**config.mk**
```make
export PLATFORM = sky130hd
export DESIGN_NAME = fcw_walker
export DESIGN_NICKNAME = d
export VERILOG_FILES = /design/src/rtl/fcw_pkg.sv /design/src/rtl/fcw_hdr_decode.sv /design/src/rtl/fcw_table.sv /design/src/rtl/fcw_walk_ctrl.sv /design/src/rtl/fcw_walker.sv
export SDC_FILE = /design/constraint.sdc
export NUM_CORES = 2
export LEC_CHECK = 0
export BUFFER_PORTS_ARGS = -buffer_cell sky130_fd_sc_hd__buf_2
export CAP_MARGIN = 20
export CORE_MARGIN = 8
export CORE_UTILIZATION = 64
export CTS_BUF_LIST = sky130_fd_sc_hd__clkbuf_4 sky130_fd_sc_hd__clkbuf_8
export DETAILED_ROUTE_END_ITERATION = 10
export PLACE_DENSITY = 0.85
export SLEW_MARGIN = 40
export SYNTH_ARGS = -nofsm -noshare
export SYNTH_HDL_FRONTEND = slang
export SYNTH_HIERARCHICAL = 1
export SYNTH_SLANG_ARGS = --single-unit
```
**constraint.sdc**
```tcl
create_clock -name clk -period 4.9 [get_ports clk]
set_clock_uncertainty 0.05 [all_clocks]
set_input_delay 0.49 -clock clk [delete_from_list [all_inputs] [get_ports clk]]
set_output_delay 0.49 -clock clk [all_outputs]
set_load 0.05 [all_outputs]
```
**src/rtl/fcw_pkg.sv**
```systemverilog
package fcw_pkg;

  typedef enum logic [1:0] {
    WERR_NONE     = 2'd0,
    WERR_MISALIGN = 2'd1,
    WERR_ZLOOP    = 2'd2,
    WERR_OVERFLOW = 2'd3
  } walk_err_e;

  localparam logic [3:0] KIND_ACCEL = 4'h1;
  localparam logic [3:0] KIND_MGMT  = 4'h4;

  typedef struct packed {
    logic [3:0]  kind;
    logic        last;
    logic [23:0] nxt;
    logic [3:0]  rev;
    logic [11:0] fid;
  } hdr_t;

  function automatic hdr_t hdr_unpack(input logic [63:0] w);
    hdr_t h;
    h.kind = w[63:60];
    h.last = w[40];
    h.nxt  = w[39:16];
    h.rev  = w[15:12];
    h.fid  = w[11:0];
    return h;
  endfunction

  function automatic logic wants_guid(input logic [3:0] k);
    return (k == KIND_ACCEL) || (k == KIND_MGMT);
  endfunction

  // Error raised by a hop that is not the final one.
  function automatic walk_err_e hop_check(input logic [23:0] nxt);
    if (nxt[2:0] != 3'd0) return WERR_MISALIGN;
    if (nxt == 24'd0)     return WERR_ZLOOP;
    return WERR_NONE;
  endfunction

endpackage

```
**src/rtl/fcw_hdr_decode.sv**
```systemverilog
module fcw_hdr_decode
  import fcw_pkg::*;
(
  input  logic [63:0] word,
  output hdr_t        fields,
  output logic        guid_need
);
  assign fields    = hdr_unpack(word);
  assign guid_need = wants_guid(fields.kind);
endmodule

```
**src/rtl/fcw_table.sv**
```systemverilog
module fcw_table #(
  parameter int DEPTH  = 8,
  parameter int ADDR_W = 32,
  parameter int AW     = 3
) (
  input  logic              clk,
  input  logic              rst_n,
  input  logic              hdr_we,
  input  logic [AW-1:0]     hdr_idx,
  input  logic [3:0]        hdr_kind,
  input  logic [11:0]       hdr_fid,
  input  logic [3:0]        hdr_rev,
  input  logic [ADDR_W-1:0] hdr_off,
  input  logic              glo_we,
  input  logic              ghi_we,
  input  logic [AW-1:0]     g_idx,
  input  logic [63:0]       g_data,
  input  logic [AW-1:0]     rd_idx,
  output logic [3:0]        rd_kind,
  output logic [11:0]       rd_fid,
  output logic [3:0]        rd_rev,
  output logic [ADDR_W-1:0] rd_off,
  output logic [127:0]      rd_guid
);
  logic [3:0]        kind_a [DEPTH];
  logic [11:0]       fid_a  [DEPTH];
  logic [3:0]        rev_a  [DEPTH];
  logic [ADDR_W-1:0] off_a  [DEPTH];
  logic [63:0]       glo_a  [DEPTH];
  logic [63:0]       ghi_a  [DEPTH];

  for (genvar i = 0; i < DEPTH; i++) begin : g_ent
    logic [3:0]        kind_r;
    logic [11:0]       fid_r;
    logic [3:0]        rev_r;
    logic [ADDR_W-1:0] off_r;
    logic [63:0]       glo_r;
    logic [63:0]       ghi_r;
    wire sel_h = hdr_we && (hdr_idx == AW'(i));
    wire sel_l = glo_we && (g_idx == AW'(i));
    wire sel_u = ghi_we && (g_idx == AW'(i));

    always_ff @(posedge clk or negedge rst_n) begin
      if (!rst_n) begin
        kind_r <= '0;
        fid_r  <= '0;
        rev_r  <= '0;
        off_r  <= '0;
        glo_r  <= '0;
        ghi_r  <= '0;
      end else begin
        if (sel_h) begin
          kind_r <= hdr_kind;
          fid_r  <= hdr_fid;
          rev_r  <= hdr_rev;
          off_r  <= hdr_off;
          glo_r  <= '0;
          ghi_r  <= '0;
        end
        if (sel_l) glo_r <= g_data;
        if (sel_u) ghi_r <= g_data;
      end
    end

    assign kind_a[i] = kind_r;
    assign fid_a[i]  = fid_r;
    assign rev_a[i]  = rev_r;
    assign off_a[i]  = off_r;
    assign glo_a[i]  = glo_r;
    assign ghi_a[i]  = ghi_r;
  end

  wire in_rng = (32'(rd_idx) < DEPTH);
  assign rd_kind = in_rng ? kind_a[rd_idx] : '0;
  assign rd_fid  = in_rng ? fid_a[rd_idx]  : '0;
  assign rd_rev  = in_rng ? rev_a[rd_idx]  : '0;
  assign rd_off  = in_rng ? off_a[rd_idx]  : '0;
  assign rd_guid = in_rng ? {ghi_a[rd_idx], glo_a[rd_idx]} : '0;
endmodule

```
**src/rtl/fcw_walk_ctrl.sv**
```systemverilog
module fcw_walk_ctrl
  import fcw_pkg::*;
#(
  parameter int DEPTH  = 8,
  parameter int ADDR_W = 32,
  parameter int AW     = 3,
  parameter int CW     = 4
) (
  input  logic              clk,
  input  logic              rst_n,
  input  logic              start,
  input  logic [ADDR_W-1:0] base_addr,
  input  logic              rd_valid,
  input  logic              in_last,
  input  logic [23:0]       in_nxt,
  input  logic              guid_need,
  output logic              rd_req,
  output logic [ADDR_W-1:0] rd_addr,
  output logic              busy,
  output logic              done,
  output walk_err_e         err,
  output logic [CW-1:0]     cnt,
  output logic              hdr_we,
  output logic [AW-1:0]     hdr_idx,
  output logic [ADDR_W-1:0] hdr_off,
  output logic              glo_we,
  output logic              ghi_we,
  output logic [AW-1:0]     g_idx
);
  typedef enum logic [2:0] {
    S_IDLE, S_RQ_HDR, S_WT_HDR, S_RQ_GLO, S_WT_GLO, S_RQ_GHI, S_WT_GHI, S_HOP
  } st_e;

  st_e               st;
  logic [ADDR_W-1:0] cur_q, base_q;
  logic              last_q;
  logic [23:0]       nxt_q;
  logic [AW-1:0]     slot_q;

  // Named internal events.
  wire       tbl_full  = (cnt == CW'(DEPTH));
  wire       hdr_in    = (st == S_WT_HDR) && rd_valid;
  walk_err_e hop_err;
  assign     hop_err   = hop_check(nxt_q);
  wire       walk_stop = (st == S_HOP) && (last_q || hop_err != WERR_NONE);

  always_comb begin
    rd_req  = (st == S_RQ_HDR) || (st == S_RQ_GLO) || (st == S_RQ_GHI);
    rd_addr = cur_q;
    if (st == S_RQ_GLO) rd_addr = cur_q + ADDR_W'(8);
    if (st == S_RQ_GHI) rd_addr = cur_q + ADDR_W'(16);
  end

  assign hdr_we  = hdr_in && !tbl_full;
  assign hdr_idx = cnt[AW-1:0];
  assign hdr_off = cur_q - base_q;
  assign glo_we  = (st == S_WT_GLO) && rd_valid;
  assign ghi_we  = (st == S_WT_GHI) && rd_valid;
  assign g_idx   = slot_q;

  always_ff @(posedge clk or negedge rst_n) begin
    if (!rst_n) begin
      st     <= S_IDLE;
      cur_q  <= '0;
      base_q <= '0;
      cnt    <= '0;
      busy   <= 1'b0;
      done   <= 1'b0;
      err    <= WERR_NONE;
      last_q <= 1'b0;
      nxt_q  <= '0;
      slot_q <= '0;
    end else begin
      unique case (st)
        S_IDLE: if (start) begin
          base_q <= base_addr;
          cur_q  <= base_addr;
          cnt    <= '0;
          busy   <= 1'b1;
          done   <= 1'b0;
          err    <= WERR_NONE;
          st     <= S_RQ_HDR;
        end
        S_RQ_HDR: st <= S_WT_HDR;
        S_WT_HDR: if (rd_valid) begin
          if (tbl_full) begin
            busy <= 1'b0;
            done <= 1'b1;
            err  <= WERR_OVERFLOW;
            st   <= S_IDLE;
          end else begin
            slot_q <= cnt[AW-1:0];
            cnt    <= cnt + CW'(1);
            last_q <= in_last;
            nxt_q  <= in_nxt;
            st     <= guid_need ? S_RQ_GLO : S_HOP;
          end
        end
        S_RQ_GLO: st <= S_WT_GLO;
        S_WT_GLO: if (rd_valid) st <= S_RQ_GHI;
        S_RQ_GHI: st <= S_WT_GHI;
        S_WT_GHI: if (rd_valid) st <= S_HOP;
        S_HOP: begin
          if (walk_stop) begin
            busy <= 1'b0;
            done <= 1'b1;
            err  <= last_q ? WERR_NONE : hop_err;
            st   <= S_IDLE;
          end else begin
            cur_q <= cur_q + ADDR_W'(nxt_q);
            st    <= S_RQ_HDR;
          end
        end
        default: st <= S_IDLE;
      endcase
    end
  end
endmodule

```
**src/rtl/fcw_walker.sv**
```systemverilog
module fcw_walker
  import fcw_pkg::*;
#(
  parameter int DEPTH  = 8,
  parameter int ADDR_W = 32,
  localparam int AW    = (DEPTH > 1) ? $clog2(DEPTH) : 1,
  localparam int CW    = $clog2(DEPTH + 1)
) (
  input  logic              clk,
  input  logic              rst_n,
  input  logic              start,
  input  logic [ADDR_W-1:0] base_addr,
  output logic              rd_req,
  output logic [ADDR_W-1:0] rd_addr,
  input  logic              rd_valid,
  input  logic [63:0]       rd_data,
  output logic              busy,
  output logic              done,
  output logic [1:0]        err_code,
  output logic [CW-1:0]     tbl_count,
  input  logic [AW-1:0]     tbl_idx,
  output logic [3:0]        tbl_kind,
  output logic [11:0]       tbl_fid,
  output logic [3:0]        tbl_rev,
  output logic [ADDR_W-1:0] tbl_offset,
  output logic [127:0]      tbl_guid
);
  hdr_t              fields;
  logic              guid_need;
  walk_err_e         err;
  logic              hdr_we, glo_we, ghi_we;
  logic [AW-1:0]     hdr_idx, g_idx;
  logic [ADDR_W-1:0] hdr_off;

  fcw_hdr_decode u_dec (
    .word      (rd_data),
    .fields    (fields),
    .guid_need (guid_need)
  );

  fcw_walk_ctrl #(.DEPTH(DEPTH), .ADDR_W(ADDR_W), .AW(AW), .CW(CW)) u_ctrl (
    .clk       (clk),
    .rst_n     (rst_n),
    .start     (start),
    .base_addr (base_addr),
    .rd_valid  (rd_valid),
    .in_last   (fields.last),
    .in_nxt    (fields.nxt),
    .guid_need (guid_need),
    .rd_req    (rd_req),
    .rd_addr   (rd_addr),
    .busy      (busy),
    .done      (done),
    .err       (err),
    .cnt       (tbl_count),
    .hdr_we    (hdr_we),
    .hdr_idx   (hdr_idx),
    .hdr_off   (hdr_off),
    .glo_we    (glo_we),
    .ghi_we    (ghi_we),
    .g_idx     (g_idx)
  );

  fcw_table #(.DEPTH(DEPTH), .ADDR_W(ADDR_W), .AW(AW)) u_tbl (
    .clk      (clk),
    .rst_n    (rst_n),
    .hdr_we   (hdr_we),
    .hdr_idx  (hdr_idx),
    .hdr_kind (fields.kind),
    .hdr_fid  (fields.fid),
    .hdr_rev  (fields.rev),
    .hdr_off  (hdr_off),
    .glo_we   (glo_we),
    .ghi_we   (ghi_we),
    .g_idx    (g_idx),
    .g_data   (rd_data),
    .rd_idx   (tbl_idx),
    .rd_kind  (tbl_kind),
    .rd_fid   (tbl_fid),
    .rd_rev   (tbl_rev),
    .rd_off   (tbl_offset),
    .rd_guid  (tbl_guid)
  );

  assign err_code = err;
endmodule

```
==> results.md <==
* Synthesized instance count at between 5000 and 6000
* Grt met3 use at 0.1039
* Mean Syn Cell Area at between 10 and 15 µm²
* EDFF count, synth at 0
* Comb pwr share at 0.350
* R2r startpoint: u_ctrl/cnt[0]$_DFFE_PN0P_
* Core Area at approximately 110000 µm²
* Post-route ant nets at 0
* Layout cells sized above 1 at 0.2738
* Hold Worst Slack at 0.08674 ns
* Gr busiest metal: met2
* Fill cells at 6665
* Flop and latch count out of synthesis at 1543
* Final Critical Period at 4.569 ns
* Die span in y at around 350 µm
* IO Count at ~320
* Final net count at 5769
* Reg power frac at 0.395
* CTS buffer count at around 240
* RSZ-0062 raised after global routing: no
* Drt via density at between 7 and 8
* Status: complete, no violations
* Synthesis-to-finish area growth at 12.10%
* Net Sw Power at around 18000 µW
* DP Wirelength at 121500 µm
* Detailed router's first-iteration violation count at between 6000 and 7000
* Worst Tran Pin Value at approximately 0.9 ns
* Worst reg2reg endpoint: u_tbl/g_ent[0].ghi_r[45]$_DFFE_PN0P_
* Nature of the critical path startpoint: flop
* Setup_tns at 0 ns
* # rows at approximately 120
* Starting Density at 0.6439
* GRT Total Usage at 0.3453
* Final setup vio count at 0
* FMAX at 218.9 MHz
* Max-Cap Viols at 0
* Fin worst setup slack at ~0.33 ns
* Most instantiated cells after synthesis: dfrtp_1 (1543), a22o_1 (1024), nand2_1 (811), mux4_2 (360), mux2_2 (290)
* PwrDens at ~590 nW/µm²
* Met1 Use GR at 0.4483
* Netlist cell types at 78
* Mapped Nets at about 5600
* Post-synthesis cell type with the largest combined area: dfrtp_1
* Post-Place Cells at approximately 6800
* Worst Setup End Kind: output pin
* WS Path Type: reg2out
* Worst Reg-to-Reg Cells at 12
* 1st-pass router iterations at 7
* Pins Over Slew Limit at 0
* Via count at 51140
* RD Place Congestion at between 0.9 and 1
* Endpoints failing hold at 0
* Slew headroom at 0.3805
* Met2 usage at 0.5276
* Type of the tightest min-delay check: in2async
* Tcrit/Tclk final at 0.9324
* Sw Share at 0.3756
* Post-synth top flop: dfrtp_1
* Synth top area share at 0.5434
* Leak at approximately 0.04 µW
* Clock sinks at 1543
* Htree depth at 4
* R2R Setup Slk at 0.74 ns
* Clock Root Buffer: clkbuf_8
* Routed wire length per instance at between 20 and 30 µm
* Congestion Overflow GR at 0
* Crit Path Max Fanout at 10
* Async set-reset flop share out of synthesis at 1.000
* Clock Power Share at 0.255
* Routed WL at 211900 µm
* Vias in the first global route at 54500
* YS warnings at 6
* Int Pwr at ~29000 µW
* CP Data Arrival Time at about 4.0 ns
* Most frequent cell after synthesis: dfrtp_1
* Clock transition at the registers of the reported paths at 0.07 ns
* Pin count of the biggest net entering global routing at ~160
* Die Wd at roughly 350 µm
* Seq/Total Area, Yosys at 0.5434
* Crit path required time at between 4 and 5 ns
* Maximum VDD drop at slightly below 700 µV
* Initial antenna violation count at 13
* Clock Latency Late Sink at between 0.9 and 1 ns
* Top post-synthesis cells by area: dfrtp_1 (54%), a22o_1 (13%), mux4_2 (11%)
* Die area at 122000 µm²
* Finished Layout Cells at 7290
* Drc violations at 0
* Global-route wire length before repair at 327100 µm
* Clock Tree Buf Depth at 3
* Pre-CTS setup slack at 0.8451 ns
* Cell area after synthesis at 71060 µm²
* TritonCTS clock tree: yes
* Port Buffers at 323
[critical path, stage by stage (launching register included)]
cell     delay, ns
dfrtp_1       0.55
ha_1          0.26
nor2b_1       0.18
nand2_1       0.06
o21ai_0       0.09
and3_1        0.34
nor3b_1       0.51
nor2b_1       0.36
nand2_1       0.17
nor2_1        0.15
xor2_1        0.17
buf_2         0.29
[worst max path at each step]
stage / start / to / slack, ns / cells past startpoint
2_1_floorplan: u_ctrl/cnt[0]$_DFFE_PN0P_ / u_tbl/g_ent[0].fid_r[0]$_DFFE_PN0P_ / 1.21 / 13
3_3_place_gp: u_ctrl/cnt[0]$_DFFE_PN0P_ / u_tbl/g_ent[0].ghi_r[45]$_DFFE_PN0P_ / 1.02 / 11
3_5_place_dp: u_ctrl/cnt[0]$_DFFE_PN0P_ / u_tbl/g_ent[0].ghi_r[0]$_DFFE_PN0P_ / 0.85 / 12
4_1_cts: u_ctrl/st[1]$_DFFE_PN0P_ / rd_addr[30] / 0.29 / 7
5_1_grt: u_ctrl/cur_q[4]$_DFFE_PN0P_ / rd_addr[29] / 0.15 / 11
6_report: u_ctrl/cur_q[4]$_DFFE_PN0P_ / rd_addr[29] / 0.33 / 11
[registers in the layout, summed over array words and instances (netlist names)]
signal / flops
u_ctrl/st: 3
u_tbl/g_ent.glo_r: 512
u_ctrl/done: 1
u_ctrl/cur_q: 32
u_ctrl/g_idx: 3
u_ctrl/cnt: 4
u_tbl/g_ent.ghi_r: 512
u_ctrl/base_q: 32
u_ctrl/nxt_q: 24
u_ctrl/last_q: 1
u_tbl/g_ent.kind_r: 32
u_tbl/g_ent.off_r: 256
u_tbl/g_ent.fid_r: 96
u_ctrl/err: 2
u_tbl/g_ent.rev_r: 32
u_ctrl/busy: 1
[cells in the final DEF (no fill, tap or decap), types with 10 or more instances in the layout]
cell type | synthesis | layout
a21o_1 | 32 | 32
a21oi_1 | 82 | 82
a22o_1 | 1024 | 1024
a31oi_1 | 13 | 13
and3_1 | 13 | 13
buf_12 | 0 | 28
buf_16 | 0 | 11
buf_2 | 228 | 319
buf_4 | 66 | 60
buf_6 | 36 | 14
bufinv_16 | 0 | 10
clkbuf_4 | 0 | 61
clkbuf_8 | 0 | 305
clkinv_2 | 0 | 32
dfrtp_1 | 1543 | 1543
dlygate4sd3_1 | 0 | 98
ha_1 | 59 | 59
inv_1 | 49 | 49
mux2_1 | 100 | 100
mux2_2 | 290 | 290
mux4_2 | 360 | 360
nand2_1 | 811 | 811
nand3_1 | 40 | 40
nand4_1 | 15 | 15
nor2_1 | 58 | 57
nor2_4 | 4 | 17
nor2b_1 | 11 | 11
nor3_1 | 11 | 11
o211ai_1 | 12 | 12
o21ai_0 | 78 | 78
xnor2_1 | 53 | 43
xnor2_2 | 0 | 10
xor2_1 | 23 | 21
[timing repair]
action,CTS,global route
buffers inserted,0,0
hold buffers,98,0
gates resized for setup,0,1
setup endpoints to repair,0,2
hold endpoints to repair,833,0
[cell type report]
cell class	count	area, µm²	area share
inverters	49	183.9	0.002309
diodes	6	15.01	0.0001885
well taps	1488	1862	0.02337
repair buffers	537	4154	0.05215
clock buffers	366	4656	0.05845
flip-flops and latches	1543	38610	0.4847
multi-input cells	3238	29440	0.3696
clock inverters	63	735.7	0.009236
[stage by stage]
step / total power, µW / util / area (µm²)
4_1_cts: 46520 / 0.7202 / 79490
6_report: 46900 / 0.7218 / 79660
3_3_place_gp: 33580 / 0.6592 / 72750
3_5_place_dp: 34370 / 0.6625 / 73110
5_1_grt: 48770 / 0.7217 / 79650
2_1_floorplan: 29390 / - / 71060
[power by group through the flow]
stage               Combinational, µW  Clock, µW  Sequential (µW)
finish                          16400      11900            18500
global route                    17300      12600            18800
global placement                15300          0            18300
floorplan                       11700          0            17700
detailed placement              15900          0            18500
CTS                             16100      12000            18400
[logic make-up after synthesis]
| group | Yosys count | synth area share |
|---|---|---|
| xor+xnor | 76 | 0.009367 |
| compound gates | 1302 | 0.1507 |
| mux | 754 | 0.1765 |
| flops | 1543 | 0.5434 |
| fa+ha+maj | 61 | 0.01095 |
| buf+inv | 657 | 0.04617 |
| simple gates | 1045 | 0.06302 |
[per-layer routing]
metal / share of wire / up-vias
met1: 0.36 / 26230
met5: 0.00044 / -
met2: 0.46 / 3594
met3: 0.12 / 805
met4: 0.057 / 14
li1: - / 20500
Power figures use the tool's default switching activity.
